File: src/rtl/srx_pkg.sv
package srx_pkg;
    typedef enum logic [1:0] {
        FMT_I2S = 2'd0,
        FMT_LJ  = 2'd1,
        FMT_RJ  = 2'd2,
        FMT_RSV = 2'd3
    } srx_fmt_e;
endpackage

File: src/rtl/srx_sync.sv
module srx_sync #(
    parameter int W = 1
) (
    input  logic         clk,
    input  logic         rst_n,
    input  logic [W-1:0] d,
    output logic [W-1:0] q
);
    typedef struct packed {
        logic [W-1:0] s1;
        logic [W-1:0] s2;
    } sync_t;

    sync_t st_d, st_q;

    always_comb begin
        st_d.s1 = d;
        st_d.s2 = st_q.s1;
    end

    always_ff @(posedge clk) begin
        if (!rst_n) st_q <= '0;
        else        st_q <= st_d;
    end

    assign q = st_q.s2;
endmodule

File: src/rtl/srx_clkgen.sv
module srx_clkgen #(
    parameter int SLOT_W  = 24,
    parameter int REF_DIV = 4
) (
    input  logic clk,
    input  logic rst_n,
    input  logic run,
    input  logic ref_tick,
    output logic sclk,
    output logic lrclk,
    output logic rise
);
    localparam int DW = (REF_DIV > 1) ? $clog2(REF_DIV) : 1;
    localparam int PW = (SLOT_W > 1) ? $clog2(SLOT_W) : 1;
    localparam logic [DW-1:0] DIV_LAST = DW'(REF_DIV - 1);
    localparam logic [PW-1:0] POS_LAST = PW'(SLOT_W - 1);

    typedef struct packed {
        logic [DW-1:0] div;
        logic [PW-1:0] pos;
        logic          sclk;
        logic          lr;
        logic          rise;
    } gen_t;

    gen_t st_d, st_q;

    always_comb begin
        st_d      = st_q;
        st_d.rise = 1'b0;
        if (!run) begin
            st_d = '0;
        end else if (ref_tick) begin
            if (st_q.div == DIV_LAST) begin
                st_d.div  = '0;
                st_d.sclk = !st_q.sclk;
                if (!st_q.sclk) begin
                    st_d.rise = 1'b1;
                end else if (st_q.pos == POS_LAST) begin
                    st_d.pos = '0;
                    st_d.lr  = !st_q.lr;
                end else begin
                    st_d.pos = st_q.pos + 1'b1;
                end
            end else begin
                st_d.div = st_q.div + 1'b1;
            end
        end
    end

    always_ff @(posedge clk) begin
        if (!rst_n) st_q <= '0;
        else        st_q <= st_d;
    end

    assign sclk  = st_q.sclk;
    assign lrclk = st_q.lr;
    assign rise  = st_q.rise;
endmodule

File: src/rtl/srx_framer.sv
module srx_framer
    import srx_pkg::*;
#(
    parameter int SAMPLE_W = 16,
    parameter int SLOT_W   = 24
) (
    input  logic                clk,
    input  logic                rst_n,
    input  srx_fmt_e            fmt,
    input  logic                bit_rise,
    input  logic                lr,
    input  logic                din,
    output logic [SAMPLE_W-1:0] data,
    output logic                valid,
    output logic                right
);
    localparam int IW = $clog2(SLOT_W + 1) + 1;
    localparam logic [IW-1:0] IDX_MAX = '1;

    typedef struct packed {
        logic                lr_prev;
        logic                armed;
        logic [IW-1:0]       idx;
        logic [SAMPLE_W-1:0] sh;
        logic [SAMPLE_W-1:0] data;
        logic                valid;
        logic                right;
    } frm_t;

    frm_t st_d, st_q;
    logic [IW-1:0] win_lo, win_hi, cur;
    logic          lr_edge, arm, in_win;

    always_comb begin
        case (fmt)
            FMT_I2S: begin
                win_lo = IW'(1);
                win_hi = IW'(SAMPLE_W);
            end
            FMT_RJ: begin
                win_lo = IW'(SLOT_W - SAMPLE_W);
                win_hi = IW'(SLOT_W - 1);
            end
            default: begin
                win_lo = '0;
                win_hi = IW'(SAMPLE_W - 1);
            end
        endcase

        st_d       = st_q;
        st_d.valid = 1'b0;
        lr_edge    = 1'b0;
        cur        = st_q.idx;
        arm        = st_q.armed;
        in_win     = 1'b0;

        if (bit_rise) begin
            lr_edge      = (lr != st_q.lr_prev);
            st_d.lr_prev = lr;
            if (lr_edge)                 cur = '0;
            else if (st_q.idx != IDX_MAX) cur = st_q.idx + 1'b1;
            st_d.idx   = cur;
            arm        = st_q.armed | lr_edge;
            st_d.armed = arm;
            in_win     = arm && (cur >= win_lo) && (cur <= win_hi);
            if (in_win) begin
                st_d.sh = {st_q.sh[SAMPLE_W-2:0], din};
                if (cur == win_hi) begin
                    st_d.valid = 1'b1;
                    st_d.data  = {st_q.sh[SAMPLE_W-2:0], din};
                    st_d.right = (fmt == FMT_I2S) ? lr : !lr;
                end
            end
        end
    end

    always_ff @(posedge clk) begin
        if (!rst_n) st_q <= '0;
        else        st_q <= st_d;
    end

    assign data  = st_q.data;
    assign valid = st_q.valid;
    assign right = st_q.right;
endmodule

File: src/rtl/srx_port.sv
module srx_port
    import srx_pkg::*;
#(
    parameter int SAMPLE_W = 16,
    parameter int SLOT_W   = 24,
    parameter int REF_DIV  = 4
) (
    input  logic                clk,
    input  logic                rst_n,
    input  logic [1:0]          fmt,
    input  logic                master,
    input  logic                ref_en,
    input  logic                ref_clk,
    input  logic                sclk_in,
    input  logic                lrclk_in,
    input  logic                sdata,
    output logic                sclk_out,
    output logic                lrclk_out,
    output logic                clk_oe,
    output logic [SAMPLE_W-1:0] smp_data,
    output logic                smp_valid,
    output logic                smp_right
);
    typedef struct packed {
        logic ref_prev;
        logic sclk_prev;
        logic oe;
    } top_t;

    top_t       st_d, st_q;
    logic [3:0] pins_s;
    logic       s_ref, s_sclk, s_lr, s_dat;
    logic       run, ref_tick, slave_rise;
    logic       gen_sclk, gen_lr, gen_rise;
    logic       bit_rise, lr_sel;

    srx_sync #(.W(4)) u_sync (
        .clk   (clk),
        .rst_n (rst_n),
        .d     ({ref_clk, sclk_in, lrclk_in, sdata}),
        .q     (pins_s)
    );

    assign {s_ref, s_sclk, s_lr, s_dat} = pins_s;

    always_comb begin
        run           = master & ref_en;
        ref_tick      = s_ref & !st_q.ref_prev;
        slave_rise    = !run & s_sclk & !st_q.sclk_prev;
        st_d.ref_prev  = s_ref;
        st_d.sclk_prev = s_sclk;
        st_d.oe        = run;
        bit_rise      = run ? gen_rise : slave_rise;
        lr_sel        = run ? gen_lr : s_lr;
    end

    always_ff @(posedge clk) begin
        if (!rst_n) st_q <= '0;
        else        st_q <= st_d;
    end

    srx_clkgen #(.SLOT_W(SLOT_W), .REF_DIV(REF_DIV)) u_gen (
        .clk      (clk),
        .rst_n    (rst_n),
        .run      (run),
        .ref_tick (ref_tick),
        .sclk     (gen_sclk),
        .lrclk    (gen_lr),
        .rise     (gen_rise)
    );

    srx_framer #(.SAMPLE_W(SAMPLE_W), .SLOT_W(SLOT_W)) u_frm (
        .clk      (clk),
        .rst_n    (rst_n),
        .fmt      (srx_fmt_e'(fmt)),
        .bit_rise (bit_rise),
        .lr       (lr_sel),
        .din      (s_dat),
        .data     (smp_data),
        .valid    (smp_valid),
        .right    (smp_right)
    );

    assign sclk_out  = gen_sclk;
    assign lrclk_out = gen_lr;
    assign clk_oe    = st_q.oe;
endmodule

File: config.mk
export PLATFORM = sky130hd
export DESIGN_NAME = srx_port
export DESIGN_NICKNAME = d
export VERILOG_FILES = /design/src/rtl/srx_pkg.sv /design/src/rtl/srx_sync.sv /design/src/rtl/srx_clkgen.sv /design/src/rtl/srx_framer.sv /design/src/rtl/srx_port.sv
export SDC_FILE = /design/constraint.sdc
export NUM_CORES = 1
export LEC_CHECK = 0
export ABC_AREA = 1
export BUFFER_PORTS_ARGS = -buffer_cell sky130_fd_sc_hd__buf_4
export CAP_MARGIN = 20
export CORE_MARGIN = 3
export CORE_UTILIZATION = 30
export CTS_CLUSTER_DIAMETER = 60
export DETAILED_ROUTE_END_ITERATION = 6
export GPL_TIMING_DRIVEN = 0
export PLACE_DENSITY = 0.54
export SYNTH_ARGS = -nofsm -noshare
export SYNTH_HDL_FRONTEND = slang
export SYNTH_SLANG_ARGS = --single-unit
export TNS_END_PERCENT = 20
File: constraint.sdc
create_clock -name clk -period 3.2 [get_ports clk]
set_input_delay 0.32 -clock clk [delete_from_list [all_inputs] [get_ports clk]]
set_output_delay 0.32 -clock clk [all_outputs]
set_load 0.1 [all_outputs]
==> reports/qor.txt, run 1 <==
Clock sinks - 62
RR Startpoint - u_frm.st_q[34]
Via count - 2456
Placed Cells - 575
Post-CTS sizing - 0
Net switching power - 386.8 uW
Detailed Place HPWL - 4296 um
Main area contributors after synthesis - dfxtp_1 (41%), nand2_1 (8.6%), inv_1 (8.5%), nor2_1 (5.8%), buf_4 (3.9%)
CTS tree - built
Yosys top cell area share - 0.4069
Combinational power share - 0.075
CP Launch Point - u_frm.st_q[34]
Antenna-violating nets left - 0
Syn_nets - 431
Setup CP Type - reg -> reg
Worst Path Buf+Inv - 2
Outcome - complete, no violations
Die W - 106.8 um
Max-cap violation count - 0
Worst path top cell family by delay - simple AND/OR/NAND/NOR gates
Synth area leader - dfxtp_1
Setup-failing EPs final - 0
Initial Util - 0.3107
Critical Path End - u_frm.st_q[29]
Design area - 0.003640 mm^2
Crit-path most repeated cell - nand2_1
Average wire per standard cell - 9.727 um
Worst endpoint required time - 3.42 ns
Total routed wirelength - 5739 um
H-tree lvl count - 3
Clk slew on worst S/H paths - 0.07 ns
Vias in the first global route - 2350
Core footprint - 0.009819 mm^2
Leakage - 0.001734 uW
I/O Buffers - 30
Min Hold Slack - 0.1628 ns
CTS Buf Count - 9
Ys flop type - dfxtp_1
Critical R2R Capture - u_frm.st_q[29]
P_int - 1203 uW
Slew @ Worst Pin - 0.4467 ns
Pre-Repair DR Iteration Count - 4
Initial antenna violation count - 0
Crit-path cells - ha_1 > nand2_2 > nor2_4 > nand2_2 > nand2_1 > nand2_1 > nand2_2 > inv_1 > ha_1 > nand2_1 > nand2_1 > nand2_1 > nand2_1 > nand2_1 > nand2_1 > nand2_1 > nand2_1 > nor2_4 > nand2_4 > buf_6 > o21ai_1 > nor2_1
Initial DRC count - 99
Clk_lat worst skew - 0.33 ns
Cts hold-fix bufs - 0
Post-synth top cells - nand2_1 (70), inv_1 (69), dfxtp_1 (62), nor2_1 (47), nand3_1 (23)
Fin. Hold Viols - 0
EDFF count, synth - 0
Final net count - 472
Drc violations - 0
Layout cells sized above 1 - 0.2407
Max FO, Critical Path - 10
R2r setup slk - 0.43 ns
Cell Area, Synth - 0.003050 mm^2
FF-to-FF path depth - 22
Sw frac - 0.2433
Die area - 0.01141 mm^2
Syn_area_per_cell - 7.404 um^2
Fin crit share - 0.8652
Grt total ovfl - 0
Yosys reg bits - 62
Setup bufs post-CTS - 0
Crit path depth - 22
Max Root-Sink Buffers - 2
Sequential Power Share - 0.499
Tmin final - 2.769 ns
I/O Pins - 31
Clock skew - 0.006279 ns
Critical Path Max Stage Delay - 0.45 ns
Yosys cell types - 33
GRT Total Usage - 0.1115
Global-route wire length before repair - 10400 um
ANT cells - 0
Worst IR Drop VDD - 0.1960 mV
Layout area overhead - 19.32%
CP Data Arrival Time - 2.99 ns
Most frequent cell after synthesis - nand2_1
Sequential area share after synthesis - 0.4069
TNS Setup - 0 ns
Syn Inst Count - 412
# rows - 36
CP Capture Type - flop
Slew Viols, Final - 0
Worst min-delay path class - in -> reg
Largest net degree at the start of global routing - 12
Yosys warnings - 0
RSZ-0062 raised after global routing - false
Placed Instance Area - 0.003442 mm^2
Worst setup SP type - flop
Max frequency - 361.2 MHz
Max_slew headroom - 0.7011
PwrDens - 436.8 mW/mm^2
Clock Tree Root - clkbuf_8
Non-Filler Instances - 590
Die H - 106.8 um
RePlAce Congestion - 0.7953
Asr flop ratio synth - 0
DR vias/cell - 4.163
Clk pwr share - 0.426
CP max-delay cell - dfxtp_1
[power groups by stage]
stage | Sequential, uW | Clock [uW] | Combinational [uW]
global placement | 811 | 0 | 118
floorplan | 812 | 0 | 86.2
finish | 794 | 677 | 119
CTS | 793 | 704 | 120
global route | 795 | 742 | 137
detailed placement | 811 | 0 | 120
[registers in the layout, indices dropped and copies added, names as in the netlist, 2 cells and up]
register and flops:
u_frm.data 16, u_sync.st_d 4, u_gen.st_q 7, st_q 2, u_frm.st_q 23, u_sync.q 4
[cell type report]
class | count | area (um^2)
Fill cell | 1084 | 6180
Multi-Input combinational cell | 248 | 1325
Sequential cell | 62 | 1241
Inverter | 72 | 275.3
Timing Repair Buffer | 30 | 225.2
Buffer | 30 | 209.0
Tap cell | 133 | 166.4
Clock buffer | 10 | 137.6
Clock inverter | 5 | 60.06
[layer usage]
| metal | GRT usage | routed length [um] | share of wire | vias up |
|---|---|---|---|---|
| li1 | - | - | - | 1337 |
| met1 | 0.1504 | 2918 | 0.51 | 1061 |
| met2 | 0.1704 | 2431 | 0.42 | 50 |
| met3 | 0.03612 | 326 | 0.057 | 8 |
| met4 | 0.03288 | 62 | 0.011 | 0 |
| met5 | 0 | 0 | 0 | - |
[cells by family (layout without fill, tap and decap cells)]
logic type | after synthesis | count (layout) | synth area share
AOI/OAI and AO/OA | 43 | 43 | 0.07588
xor gates and xnor gates | 3 | 3 | 0.008615
adders and majority gates | 9 | 9 | 0.03692
buffers and inverters | 102 | 147 | 0.1587
DFF | 62 | 62 | 0.4069
and+or+nand+nor | 193 | 193 | 0.3130
[worst min-delay path by stage]
| stage | from | to | slack [ns] | cells after the start |
|---|---|---|---|---|
| after floorplan | u_sync.st_d[0] | u_sync.q[0] | 0.39 | 2 |
| after global placement | u_sync.st_d[2] | u_sync.q[2] | 0.39 | 2 |
| after detailed placement | u_sync.st_d[2] | u_sync.q[2] | 0.40 | 2 |
| after CTS | sclk_in | u_sync.st_d[2] | 0.14 | 3 |
| after global routing | ref_clk | u_sync.st_d[3] | 0.16 | 3 |
| final | sclk_in | u_sync.st_d[2] | 0.16 | 3 |
[worst min-delay path, stage by stage]
cell     delay (ns)
buf_4          0.08
nand2_1        0.04
inv_1          0.04
[cell usage in the layout (no fill, tap or decap), types with 2 or more instances in the layout]
master / count
a21oi_1: 11
buf_2: 4
buf_4: 46
buf_6: 2
clkbuf_1: 6
clkbuf_8: 10
clkinvlp_4: 4
dfxtp_1: 62
ha_1: 9
inv_1: 69
inv_2: 2
nand2_1: 70
nand2_2: 10
nand2_4: 4
nand3_1: 23
nand3_2: 3
nand3_4: 2
nand4_1: 12
nor2_1: 47
nor2_2: 14
nor2_4: 3
nor3_1: 2
o21ai_0: 17
o21ai_1: 10
o21ai_2: 2
xor2_1: 3
[stage by stage]
stage,power [uW],util,setup WS [ns]
2_1_floorplan,898.5,-,0.1651
3_3_place_gp,928.5,0.3505,0.5121
3_5_place_dp,931.1,0.3505,0.4364
4_1_cts,1618,0.3707,0.4231
5_1_grt,1673,0.3707,0.09390
6_report,1590,0.3707,0.4314
No activity file was read; power rests on OpenSTA's default activity.
==> run 2, diff against run 1 <==
ABC_AREA = not set   (was 1)
==> run 2 against run 1 <==
  * Critical path depth fell by 9
  * Power grew 5.5%
  * Wire length is 16% lower
==> reports/qor.txt, run 2 <==
Outcome - complete, no violations
Fin crit share - 0.9189 (+0.05376)
Die area - 0.01040 mm^2 (-8.9%)
Via count - 1986 (-19%)
Fin. Hold Viols - 0 (unchanged)
CP max-delay cell - dfxtp_1
Fill count - 902 (-17%)
Commonest non-fill, non-tap cells in the layout - dfxtp_1 (62), buf_4 (47), nand2_1 (46)
Setup CP Type - reg -> reg
Placed Instance Area - 0.003124 mm^2 (-9.2%)
Antenna-violating nets left - 0 (unchanged)
Design area - 0.003378 mm^2 (-7.2%)
EDFF count, synth - 0 (unchanged)
Detailed Place HPWL - 3590 um (-16%)
Syn_area_per_cell - 9.433 um^2 (+27%)
Worst setup SP type - flop
Layout cells sized above 1 - 0.2147 (-0.02599)
Yosys warnings - 0 (unchanged)
I/O Pins - 31 (unchanged)
Ys flop type - dfxtp_1
CP Capture Type - flop
Clock sinks - 62 (unchanged)
Worst IR Drop VDD - 0.2726 mV (+39%)
Max FO, Critical Path - 7 (-3)
TNS Setup - 0 ns (unchanged)
Yosys cell types - 41 (+24%)
PwrDens - 496.4 mW/mm^2 (+14%)
Average wire per standard cell - 10.82 um (+11%)
Sequential area share after synthesis - 0.4491 (+0.04218)
Commonest non-fill, non-tap cell in the layout - dfxtp_1
Max Root-Sink Buffers - 2 (unchanged)
Setup-failing EPs final - 0 (unchanged)
ANT cells - 0 (unchanged)
Global-route wire length before repair - 8445 um (-19%)
Yosys reg bits - 62 (unchanged)
Max FFs per register - 23 (unchanged)
Synth area leader - dfxtp_1
Reg with most FFs - u_frm.st_q
Drc violations - 0 (unchanged)
Clock Tree Root - clkbuf_8
Initial antenna violation count - 0 (unchanged)
Crit-path cells - ha_1 > nand2_1 > nor2_1 > mux2i_1 > nor2_1 > ha_1 > nor2b_1 > o211ai_1 > a21boi_0 > o21ai_0 > nand3_2 > buf_4 > mux2i_1
Worst endpoint required time - 3.41 ns (about the same)
Leakage - 0.001602 uW (-7.6%)
Core footprint - 0.008848 mm^2 (-9.9%)
Largest net degree at the start of global routing - 12 (unchanged)
GRT Total Usage - 0.1031 (-0.008473)
Vias in the first global route - 1876 (-20%)
Slew Viols, Final - 0 (unchanged)
Max frequency - 340.1 MHz (-5.9%)
Final net count - 354 (-25%)
Max_slew headroom - 0.6553 (-0.04580)
Critical Path Max Stage Delay - 0.45 ns (about the same)
Grt total ovfl - 0 (unchanged)
Asr flop ratio synth - 0 (unchanged)
Total routed wirelength - 4849 um (-16%)
Clk slew on worst S/H paths - 0.07 ns (about the same)
H-tree lvl count - 3 (unchanged)
RePlAce Congestion - 0.7834 (-1.5%)
Layout area overhead - 22.23%
Syn Inst Count - 293 (-29%)
RSZ-0062 raised after global routing - false
Max-cap violation count - 0 (unchanged)
Die H - 102.0 um (-4.5%)
Syn_nets - 312 (-28%)
Slew @ Worst Pin - 0.5170 ns (+0.07035 ns)
Die W - 102.0 um (-4.5%)
Clock skew - 0.01117 ns (+0.004895 ns)
CP Data Arrival Time - 3.16 ns (+0.17 ns)
Main area contributors after synthesis - dfxtp_1 (45%), mux2i_1 (14%), nand2_1 (6.2%), buf_4 (4.3%), ha_1 (4.1%)
CTS Buf Count - 9 (unchanged)
Most frequent cell after synthesis - dfxtp_1
Pre-Repair DR Iteration Count - 4 (unchanged)
# rows - 34 (-5.6%)
DR vias/cell - 4.433 (+6.5%)
Worst path top cell family by delay - simple AND/OR/NAND/NOR gates
Initial Util - 0.3124 (+0.001706)
Cell Area, Synth - 0.002764 mm^2 (-9.4%)
Worst Path Buf+Inv - 1 (-1)
Post-synth top cells - dfxtp_1 (62), nand2_1 (46), mux2i_1 (40), nor2_1 (21), buf_4 (16)
Initial DRC count - 59 (-40%)
Clk_lat worst skew - 0.33 ns (about the same)
Tmin final - 2.941 ns (+0.1720 ns)
CTS tree - built
Yosys top cell area share - 0.4491 (+0.04218)
I/O Buffers - 30 (unchanged)
Worst min-delay path class - in -> reg
run 2: cell types whose count changed in the layout (fill, tap and decap cells not counted), sizes merged, moves of 14 or more:
cell and change:
and2 +14, nand2 -38, nand3 -21, mux2i +40, o21ai -25, nor2 -43
inv -68
run 2: path summary, 6_finish.rpt:
check / from / to / slack (ns) / cells past startpoint
worst max-delay path: u_frm.st_q[34] / u_frm.st_q[19] / 0.26 / 13
worst min register to register: u_sync.st_d[0] / u_sync.q[0] / 0.43 / 1
worst min-delay path: sclk_in / u_sync.st_d[2] / 0.20 / 2
worst max register to register: u_frm.st_q[34] / u_frm.st_q[19] / 0.26 / 13
run 2: stage by stage:
stage	setup WS [ns]	power [uW]	utilization	hold slack, ns	std cells
2_1_floorplan	0.2237	840.2	-	0.4119	293
3_3_place_gp	0.1147	862.4	0.3531	0.4170	431
3_5_place_dp	0.1139	862.6	0.3531	0.4202	431
4_1_cts	0.09974	1708	0.3809	0.1776	447
5_1_grt	0.003004	1750	0.3818	0.1797	448
6_report	0.2594	1677	0.3818	0.1995	448
run 2: where the power goes:
part	total, uW	internal [uW]	leakage [uW]	switching (uW)
logic	63.3	25.2	0.000975	38.1
registers	781	778	0.000501	3.04
clock network	832	537	0.000126	295
total	1680	1340	0.00160	336
run 2: area by class of cell:
cell class	instances	area, um^2	area share
plain buffers	31	209.0	0.06185
clock inverters	6	108.9	0.03222
clock buffers	10	137.6	0.04074
inverters	4	15.01	0.004444
multi-input cells	196	1299	0.3844
flip-flops and latches	62	1241	0.3674
well taps	108	135.1	0.04000
repair buffers	31	232.7	0.06889
run 2: cell families after synthesis:
kind of cell	Yosys count	share of synthesized area
fa+ha+maj	9	0.04074
mux	40	0.1449
simple gates	113	0.1992
flops	62	0.4491
buf+inv	35	0.08103
xor+xnor	7	0.02218
compound gates	27	0.06293
run 2: what timing repair did:
| action | 4_1_cts | 5_1_grt |
|---|---|---|
| setup endpoints to repair | 0 | 10 |
| buffers inserted | 0 | 1 |
| gates resized for setup | 0 | 0 |
| hold endpoints to repair | 0 | 0 |
| hold buffers | 0 | 0 |
run 2: worst register-to-register path: cells and delay by family (launching register included):
kind                       cells  cell delay (ns)
muxes                          2             0.42
and+or+nand+nor                5             0.73
buffers and inverters          1             0.19
DFF                            1             0.45
adders and majority gates      2             0.57
AOI/OAI and AO/OA              3             0.48
run 2: metal layers:
metal	track usage	routed length (um)	vias to the layer above
li1	-	-	1063
met1	0.1323	2457	881
met2	0.1589	2147	37
met3	0.03686	207	5
met4	0.03935	38	0
met5	0	0	-
==> run 3, diff against run 2 <==
CELL_PAD_IN_SITES_DETAIL_PLACEMENT = 2   (was not set)
CELL_PAD_IN_SITES_GLOBAL_PLACEMENT = 2   (was not set)
PLACE_DENSITY = 0.75   (was 0.54)
clock period = 3.8 ns   (was 3.2 ns; I/O delays follow)
==> run 3 against run 2 <==
  * Flip-flop and latch count unchanged
  * Combinational power fell by 12%
  * Hold slack improved by 0.045 ns
  * Non-clock buffer count is 1 lower
  * Critical endpoint is now u_frm.st_q[31]
  * Highest routed layer unchanged
  * Via count up 7.8%
  * Sequential share of layout area increased by 0.27 points
  * Register-to-register slack better by 0.30 ns
  * Largest power group unchanged
==> reports/qor.txt, run 3 (synthesized netlist as in run 2, its figures left out) <==
Outcome - complete, no violations
Total routed wirelength - 6461 um (+33%)
Worst IR Drop VDD - 0.1689 mV (-38%)
Reg with most FFs - u_frm.st_q
Die H - 102.0 um (unchanged)
Max-cap violation count - 0 (unchanged)
TNS Setup - 0 ns (unchanged)
Layout cells sized above 1 - 0.2124 (-0.002317)
Setup-failing EPs final - 0 (unchanged)
Initial antenna violation count - 0 (unchanged)
Clock Tree Root - clkbuf_8
Drc violations - 0 (unchanged)
Max frequency - 308.5 MHz (-9.3%)
I/O Pins - 31 (unchanged)
Detailed Place HPWL - 4685 um (+30%)
ANT cells - 0 (unchanged)
Core footprint - 0.008848 mm^2 (unchanged)
Vias in the first global route - 2236 (+19%)
Die W - 102.0 um (unchanged)
Layout area overhead - 21.32%
Tmin final - 3.242 ns (+0.3011 ns)
Commonest non-fill, non-tap cell in the layout - dfxtp_1
Initial DRC count - 43 (-27%)
Via count - 2140 (+7.8%)
Min Hold Slack - 0.2441 ns (+0.04465 ns)
Commonest non-fill, non-tap cells in the layout - dfxtp_1 (62), nand2_1 (46), buf_4 (46)
CP Data Arrival Time - 3.47 ns (+0.31 ns)
Setup bufs post-CTS - 0 (unchanged)
Setup CP Type - reg -> reg
RePlAce Congestion - 0.7248 (-7.5%)
RSZ-0062 raised after global routing - false
Leakage - 0.001589 uW (-0.83%)
PwrDens - 412.7 mW/mm^2 (-17%)
Slew Viols, Final - 0 (unchanged)
Global-route wire length before repair - 11030 um (+31%)
Initial Util - 0.3124 (unchanged)
Grt total ovfl - 0 (unchanged)
# rows - 34 (unchanged)
CP Capture Type - flop
Post-CTS sizing - 0 (unchanged)
Average wire per standard cell - 14.45 um (+34%)
Cts hold-fix bufs - 0 (unchanged)
Worst min-delay path class - in -> reg
Clock sinks - 62 (unchanged)
I/O Buffers - 30 (unchanged)
Slew @ Worst Pin - 0.5662 ns (+0.04914 ns)
Clock skew - 0.01001 ns (-0.001161 ns)
CTS Buf Count - 9 (unchanged)
Fin crit share - 0.8531 (-0.06585)
H-tree lvl count - 3 (unchanged)
Fin. Hold Viols - 0 (unchanged)
DR vias/cell - 4.787 (+8.0%)
Clk slew on worst S/H paths - 0.07 ns (about the same)
Pre-Repair DR Iteration Count - 4 (unchanged)
Final net count - 353 (-0.28%)
Worst endpoint required time - 4.03 ns (+0.62 ns)
Max FFs per register - 23 (unchanged)
Max Root-Sink Buffers - 2 (unchanged)
Clk_lat worst skew - 0.34 ns (about the same)
Largest net degree at the start of global routing - 13 (+1)
Max_slew headroom - 0.6226 (-0.03276)
Die area - 0.01040 mm^2 (unchanged)
Fill count - 1008 (+12%)
Max FO, Critical Path - 10 (+3)
Final core utilization - 0.3790 (-0.002828)
Worst setup SP type - flop
GRT Total Usage - 0.1349 (+0.03182)
Antenna-violating nets left - 0 (unchanged)
CTS tree - built
run 3: changes by cell type in the layout (fill, tap and decap cells not counted), sizes merged:
cell | previous run | this run
clkinv | 3 | 2
bufinv | 3 | 2
inv | 4 | 6
buf | 51 | 50
run 3: worst max-delay path: stages (launching register included):
cell and delay [ns]:
dfxtp_1 0.46, ha_1 0.29, nand2_1 0.15, nor2_1 0.24, mux2i_1 0.30, nor2_1 0.10
ha_1 0.29, nor2b_1 0.13, o211ai_1 0.14, a21boi_0 0.10, o21ai_0 0.26, nand3_2 0.29
buf_6 0.25, mux2i_1 0.13
run 3: report_power, final:
group | leakage (uW) | switching, uW | internal, uW | total [uW]
registers | 0.000501 | 2.97 | 655 | 658
clock network | 0.000117 | 279 | 392 | 670
logic | 0.000970 | 34.2 | 21.3 | 55.6
run 3: metal layers:
| layer | vias to the layer above | routed length [um] | track usage |
|---|---|---|---|
| met1 | 1035 | 2912 | 0.1656 |
| met3 | 10 | 226 | 0.03345 |
| li1 | 1063 | - | - |
| met2 | 32 | 3224 | 0.2279 |
| met4 | 0 | 97 | 0.05146 |
| met5 | - | 0 | 0 |
run 3: through the flow:
stage               power, uW  instances  worst slack [ns]  area [um^2]
floorplan               707.5        293            0.8237         2764
global placement        727.4        431            0.6155         3124
detailed placement      729.8        431            0.5789         3124
CTS                      1414        447            0.5070         3353
global route             1443        447            0.2002         3353
finish                   1384        447            0.5583         3353
run 3: area by class of cell:
class                           instances  area [um^2]  share of cell area
Buffer                                 31        209.0             0.06231
Clock buffer                           10        137.6             0.04104
Clock inverter                          6        91.34             0.02724
Inverter                                4        15.01            0.004478
Multi-Input combinational cell        196         1299              0.3873
Sequential cell                        62         1241              0.3701
Tap cell                              108        135.1             0.04030
Timing Repair Buffer                   30        225.2             0.06716
run 3: path summary, 6_finish.rpt:
path	slack, ns	cells past startpoint	startpoint	end
worst min-delay path	0.24	2	ref_clk	u_sync.st_d[3]
worst max-delay path	0.56	13	u_frm.st_q[34]	u_frm.st_q[31]
worst min register to register	0.44	1	u_sync.st_d[2]	u_sync.q[2]
worst max register to register	0.56	13	u_frm.st_q[34]	u_frm.st_q[31]
